===== src/rtl/ulpi_rxcmd_pkg.sv =====
// Package: shared types and sizes for the receive-command status reporter.
// Assumes every reported status field is FIELD_W bits wide.
package ulpi_rxcmd_pkg;
    localparam int DATA_W     = 8;
    localparam int FIELD_W    = 2;
    localparam int NUM_FIELDS = 3;
    localparam int STATUS_W   = FIELD_W * NUM_FIELDS;

    // Bus ownership phases of one receive-command burst
    typedef enum logic [1:0] {
        ST_IDLE     = 2'd0,
        ST_TURN_ON  = 2'd1,
        ST_SEND     = 2'd2,
        ST_TURN_OFF = 2'd3
    } bus_state_t;

    // Packed status, lowest field at the lowest bits (byte bits 5:0)
    typedef struct packed {
        logic [FIELD_W-1:0] evt;
        logic [FIELD_W-1:0] vbus;
        logic [FIELD_W-1:0] ls;
    } status_t;
endpackage


===== src/rtl/ulpi_linestate_map.sv =====
// Module: folds the two line levels into line-state bits based on port role.
// Peripheral role gives {dm,dp}; host role gives {dp,dm}. Purely combinational.
module ulpi_linestate_map (
    input  logic       host_mode,
    input  logic       dp,
    input  logic       dm,
    output logic [1:0] ls
);
    // Select the role-dependent bit order
    always_comb begin
        if (host_mode) ls = {dp, dm};
        else           ls = {dm, dp};
    end
endmodule


===== src/rtl/ulpi_status_tracker.sv =====
// Module: keeps the last-sent status, detects changes per field and tracks
// enabled B-session-valid edges. Assumes inputs are already synchronous to clk.
// On reset the present status becomes the baseline so nothing is reported.
module ulpi_status_tracker
    import ulpi_rxcmd_pkg::*;
(
    input  logic              clk,
    input  logic              rst_n,
    input  status_t           cur,
    input  logic              bvalid,
    input  logic              en_bv_rise,
    input  logic              en_bv_fall,
    input  logic              load,
    output logic              pending,
    output logic [DATA_W-1:0] byte_next
);
    status_t                 baseline;
    logic                    bv_q;
    logic                    alt_pend;
    logic                    edge_hit;
    logic [NUM_FIELDS-1:0]   field_chg;
    logic [STATUS_W-1:0]     cur_vec;
    logic [STATUS_W-1:0]     base_vec;

    assign cur_vec  = cur;
    assign base_vec = baseline;

    // Per-field inequality against the last delivered value
    generate
        for (genvar i = 0; i < NUM_FIELDS; i++) begin : g_field
            assign field_chg[i] = cur_vec[i*FIELD_W +: FIELD_W] != base_vec[i*FIELD_W +: FIELD_W];
        end
    endgenerate

    // Enabled edge of B-session-valid
    always_comb begin
        edge_hit = (bvalid & ~bv_q & en_bv_rise) | (~bvalid & bv_q & en_bv_fall);
    end

    // Request and the byte that would be sent now
    always_comb begin
        pending   = (|field_chg) | alt_pend;
        byte_next = {alt_pend, 1'b0, cur_vec};
    end

    // Baseline, edge history and alternate-interrupt flag
    always_ff @(posedge clk) begin
        if (!rst_n) begin
            baseline <= cur;
            bv_q     <= bvalid;
            alt_pend <= 1'b0;
        end else begin
            bv_q <= bvalid;
            if (load) baseline <= cur;
            alt_pend <= edge_hit | (alt_pend & ~load);
        end
    end
endmodule


===== src/rtl/ulpi_rxcmd_fsm.sv =====
// Module: owns the bus. Adds a turnaround on takeover and release, streams
// bytes back-to-back while requests remain, defers takeover while the link
// transmits. The byte is registered in the cycle before it is driven.
module ulpi_rxcmd_fsm
    import ulpi_rxcmd_pkg::*;
(
    input  logic              clk,
    input  logic              rst_n,
    input  logic              pending,
    input  logic              link_tx_active,
    input  logic [DATA_W-1:0] byte_next,
    output logic              load,
    output logic              dir,
    output logic              data_oe,
    output logic [DATA_W-1:0] data_out
);
    bus_state_t        state, state_nx;
    logic [DATA_W-1:0] data_q;

    // Next-phase decision
    always_comb begin
        state_nx = state;
        unique case (state)
            ST_IDLE:     if (pending && !link_tx_active) state_nx = ST_TURN_ON;
            ST_TURN_ON:  state_nx = ST_SEND;
            ST_SEND:     state_nx = pending ? ST_SEND : ST_TURN_OFF;
            ST_TURN_OFF: state_nx = ST_IDLE;
            default:     state_nx = ST_IDLE;
        endcase
    end

    // Capture strobe: the cycle before each byte cycle
    always_comb begin
        load = (state == ST_TURN_ON) || (state == ST_SEND && pending);
    end

    // Bus pin decode from the phase
    always_comb begin
        dir      = (state == ST_TURN_ON) || (state == ST_SEND);
        data_oe  = (state == ST_SEND);
        data_out = data_oe ? data_q : '0;
    end

    // Phase and byte registers
    always_ff @(posedge clk) begin
        if (!rst_n) begin
            state  <= ST_IDLE;
            data_q <= '0;
        end else begin
            state <= state_nx;
            if (load) data_q <= byte_next;
        end
    end
endmodule


===== src/rtl/ulpi_rxcmd_reporter.sv =====
// Module: top of the receive-command status reporter. Maps line levels,
// tracks status changes and drives the ULPI bus pins. Assumes all status
// inputs are sampled in the ULPI clock domain; reset is synchronous active-low.
module ulpi_rxcmd_reporter
    import ulpi_rxcmd_pkg::*;
(
    input  logic              clk,
    input  logic              rst_n,
    input  logic              host_mode,
    input  logic              dp,
    input  logic              dm,
    input  logic [1:0]        vbus_enc,
    input  logic [1:0]        rx_event,
    input  logic              bvalid,
    input  logic              en_bv_rise,
    input  logic              en_bv_fall,
    input  logic              link_tx_active,
    output logic              dir,
    output logic              nxt,
    output logic [DATA_W-1:0] data_out,
    output logic              data_oe
);
    status_t           cur;
    logic [1:0]        ls;
    logic              pending;
    logic              load;
    logic [DATA_W-1:0] byte_next;

    ulpi_linestate_map u_map (
        .host_mode (host_mode),
        .dp        (dp),
        .dm        (dm),
        .ls        (ls)
    );

    // Assemble the live status word
    always_comb begin
        cur.ls   = ls;
        cur.vbus = vbus_enc;
        cur.evt  = rx_event;
    end

    ulpi_status_tracker u_track (
        .clk        (clk),
        .rst_n      (rst_n),
        .cur        (cur),
        .bvalid     (bvalid),
        .en_bv_rise (en_bv_rise),
        .en_bv_fall (en_bv_fall),
        .load       (load),
        .pending    (pending),
        .byte_next  (byte_next)
    );

    ulpi_rxcmd_fsm u_fsm (
        .clk            (clk),
        .rst_n          (rst_n),
        .pending        (pending),
        .link_tx_active (link_tx_active),
        .byte_next      (byte_next),
        .load           (load),
        .dir            (dir),
        .data_oe        (data_oe),
        .data_out       (data_out)
    );

    // Receive commands never use the next-data strobe
    assign nxt = 1'b0;
endmodule


===== config.mk =====
export PLATFORM = sky130hd
export DESIGN_NAME = ulpi_rxcmd_reporter
export DESIGN_NICKNAME = d
export VERILOG_FILES = /design/src/rtl/ulpi_rxcmd_pkg.sv /design/src/rtl/ulpi_linestate_map.sv /design/src/rtl/ulpi_status_tracker.sv /design/src/rtl/ulpi_rxcmd_fsm.sv /design/src/rtl/ulpi_rxcmd_reporter.sv
export SDC_FILE = /design/constraint.sdc
export NUM_CORES = 1
export LEC_CHECK = 0
export ABC_AREA = 1
export BUFFER_PORTS_ARGS = -buffer_cell sky130_fd_sc_hd__buf_4
export CORE_UTILIZATION = 47
export DETAILED_ROUTE_END_ITERATION = 8
export GPL_ROUTABILITY_DRIVEN = 1
export PLACE_DENSITY_LB_ADDON = 0.12
export SYNTH_ARGS = -nofsm -noshare
export SYNTH_HDL_FRONTEND = slang
export SYNTH_SLANG_ARGS = --single-unit

===== constraint.sdc =====
create_clock -name clk -period 1.6 [get_ports clk]
set_clock_uncertainty 0.15 [all_clocks]
set_input_delay 0.08 -clock clk [delete_from_list [all_inputs] [get_ports clk]]
set_output_delay 0.08 -clock clk [all_outputs]
set_load 0.01 [all_outputs]

==> reports/qor.csv <==
stage,metric,value,unit
outcome,outcome,completed,
final_layout,nFillCells,155,
worst_hold_path,hold_class,in2reg,
global_routing,antenna_found_initial,0,
synthesis,syn_area,998,um^2
clocking,worstSkewPairLatency,0.30,ns
synthesis,yosysMostFrequentCell,nand2_1,
critical_path,worstSetupEndpointType,flop,
final_layout,areaGrowthSynthToFinish,38.1,%
floorplanning,die_w,48.1,um
global_routing,grt_pass1_wl,3190,um
final_layout,ff_latch_area,402,um^2
power_and_ir_drop,power.internal,0.00122,W
timing,period_needed,1.59,ns
route,via_per_inst,4.54,
synthesis,ys_types,23,
synthesis,ys_warn_count,0,
timing,max_freq,0.631,GHz
synthesis,syn_area_per_cell,7.24,um^2
route,via_count,921,
power_and_ir_drop,vdd_drop_max,1.00,mV
clocking,cts_tree,yes,
global_routing,grt_overflow,0,
placement,port_buffers,21,
synthesis,synth_top_area_share,22.1,%
clocking,numCtsBuffers,3,
global_routing,grt_pass1_vias,744,
final_layout,drive_gt1_share,30.7,%
route,postRouteAntennaNets,0,
global_routing,grt_start_max_net_pins,13,
power_and_ir_drop,combPwrFrac,53.3,%
critical_path,cp-start-kind,flop,
final_layout,fin_area,1380,um^2
route,drc,0,
timing,whs,0.0234,ns
synthesis,ys_ff_latch,17,
placement,gp_congestion,0.727,
timing,fin_setup_tns,0,ns
power_and_ir_drop,sw_frac_of_total,40.1,%
critical_path,cp_slowest_cell,edfxtp_1,
final_layout,fin_cells,203,
route,drtIter0Drc,14,
floorplanning,coreArea,1980,um^2
floorplanning,pin_count,24,
timing,finalHoldViolCount,0,
clocking,htree_levels,1,
critical_path,path_class,reg2reg,
route,wl_per_cell,10.5,um
synthesis,synthArstFlopShare,0,%
route,drt_wl_total,2120,um
clocking,cts_sinks,17,
power_and_ir_drop,p_switching,0.000818,W
floorplanning,row_count,16,
synthesis,yosysTopAreaCell,dfxtp_1,
timing,slew_violations,0,
power_and_ir_drop,clockPowerShare,11.8,%
power_and_ir_drop,powerDensity,1480,nW/um^2
floorplanning,die_h,48.1,um
placement,dp_cells,185,
synthesis,netlist_instances,138,
synthesis,synth_edf_count,6,
synthesis,ys.flop_type,dfxtp_1,
synthesis,seq_area_frac_synth,40.1,%
placement,place_hpwl,1410,um
critical_path,slowest_delay,0.39,ns
power_and_ir_drop,power.leakage,0.738,nW
floorplanning,dieArea,2310,um^2
synthesis,yosys-top-cells-area,"dfxtp_1 22%, edfxtp_1 18%, nand2_1 12%",
clocking,clkTransAtPathRegs,0.11,ns
floorplanning,initial_utilization,50.4,%
flow_run,maxCapViolCount,0,
synthesis,synth_commonest_cells,"31 x nand2_1, 29 x inv_1, 12 x nand3_1, 12 x nor2_1, 11 x dfxtp_1",
timing,grt_setup_unrepaired,yes,
clocking,cts-root-buf,clkbuf_4,
final_layout,num_antenna_cells,0,
clocking,clk_path_buf_depth,2,
timing,setup_viol,0,
critical_path,worstPathRequired,1.66,ns
critical_path,critPathMaxFanout,7,
critical_path,crit_chain,inv_1 > nand2_1 > o21ai_0 > inv_1 > nand2_1 > nor2_2 > nand2_2 > nand2_4 > buf_4 > a21oi_2 > nor2_1,
critical_path,worst_ep_arrival_time,1.64,ns
timing,finalCritPeriodShare,99.1,%
global_routing,grtUsageTotal,20.4,%
final_layout,multi_input_area,484,um^2
final_layout,nNetsFinal,194,
power_and_ir_drop,seqPwrFrac,34.9,%
placement,placedInstanceArea,1170,um^2
route,drt_first_pass_iters,4,
critical path, delay by kind of cell, from the launching register on:
| kind | cells | cell delay (ns) |
|---|---|---|
| flip-flops | 1 | 0.39 |
| AND/OR/NAND/NOR | 6 | 0.45 |
| AO/OA/AOI/OAI | 2 | 0.20 |
| buffers and inverters | 3 | 0.30 |
metrics by stage:
| step | power, W | setup slack, ns | utilization, % |
|---|---|---|---|
| 2_1_floorplan | 0.00141 | 0.0428 | - |
| 3_3_place_gp | 0.00161 | 0.0685 | 59.2 |
| 3_5_place_dp | 0.00164 | 0.0400 | 59.2 |
| 4_1_cts | 0.00192 | 0.0190 | 65.7 |
| 5_1_grt | 0.00222 | -0.0800 | 69.6 |
| 6_report | 0.00204 | 0.0148 | 69.6 |
sequential cells by signal, summed over array words and instances (netlist names):
signal / flops
u_track.bv_q: 1
u_fsm.data_q: 7
u_track.base_vec: 6
u_fsm.state: 2
u_track.alt_pend: 1
cells in the final DEF (no fill, tap or decap), drive strengths merged:
| cell type | netlist | layout |
|---|---|---|
| conb | 1 | 2 |
| nor2 | 15 | 15 |
| dlygate4sd3 | 0 | 9 |
| inv | 30 | 30 |
| nand4 | 1 | 1 |
| and2 | 1 | 1 |
| o21bai | 1 | 1 |
| clkbuf | 1 | 3 |
| nand2 | 35 | 35 |
| a21boi | 1 | 1 |
| a21oi | 10 | 10 |
| ha | 4 | 4 |
| clkinv | 0 | 1 |
| o21ai | 3 | 3 |
| dfxtp | 11 | 11 |
| edfxtp | 6 | 6 |
| buf | 5 | 30 |
| nand3 | 13 | 13 |
power groups by stage:
stage          clock [W]  sequential (W)  combinational, W
2_1_floorplan          0        0.000689          0.000718
3_3_place_gp           0        0.000706          0.000907
3_5_place_dp           0        0.000712          0.000926
4_1_cts         0.000251        0.000708          0.000963
5_1_grt         0.000263        0.000727           0.00123
6_report        0.000241        0.000711           0.00109
path summary, 6_finish.rpt:
check,to,cells past startpoint,slack (ns),from
worst max-delay path,u_fsm.data_q[0],11,0.01,u_track.base_vec[3]
worst max register to register,u_fsm.data_q[0],11,0.01,u_track.base_vec[3]
worst min-delay path,u_fsm.state[1],5,0.02,link_tx_active
worst min register to register,u_fsm.data_q[7],2,0.39,u_track.alt_pend
layout make-up:
type,count,share of cell area [%]
inverters,30,8.17
multi-input cells,86,35.1
clock inverters,1,0.363
clock buffers,3,1.63
repair buffers,39,23.1
well taps,27,2.45
flip-flops and latches,17,29.1
routing by layer:
| metal | part of all wire (%) | GRT usage, % |
|---|---|---|
| met4 | 2.2 | 11.7 |
| met2 | 48 | 33.0 |
| met5 | 0 | 0 |
| met3 | 3.3 | 2.22 |
| met1 | 46 | 26.4 |
logic make-up (layout without fill, tap and decap cells):
kind of cell,after synthesis,after routing,synth area share (%)
DFF,17,17,40.1
buffers and inverters,36,73,16.9
and+or+nand+nor,65,65,29.6
adders and majority gates,4,4,5.01
other,1,2,0.376
AOI/OAI and AO/OA,15,15,8.02
repair_timing:
item | CTS | global route
hold buffers | 9 | 0
gates cloned | 0 | 1
setup buffers | 0 | 4
resized for setup | 2 | 12
pin swaps | 1 | 2
hold endpoints to repair | 16 | 0
endpoints found under the setup margin | 7 | 18
Note: power is estimated with default switching activity, not from simulation.
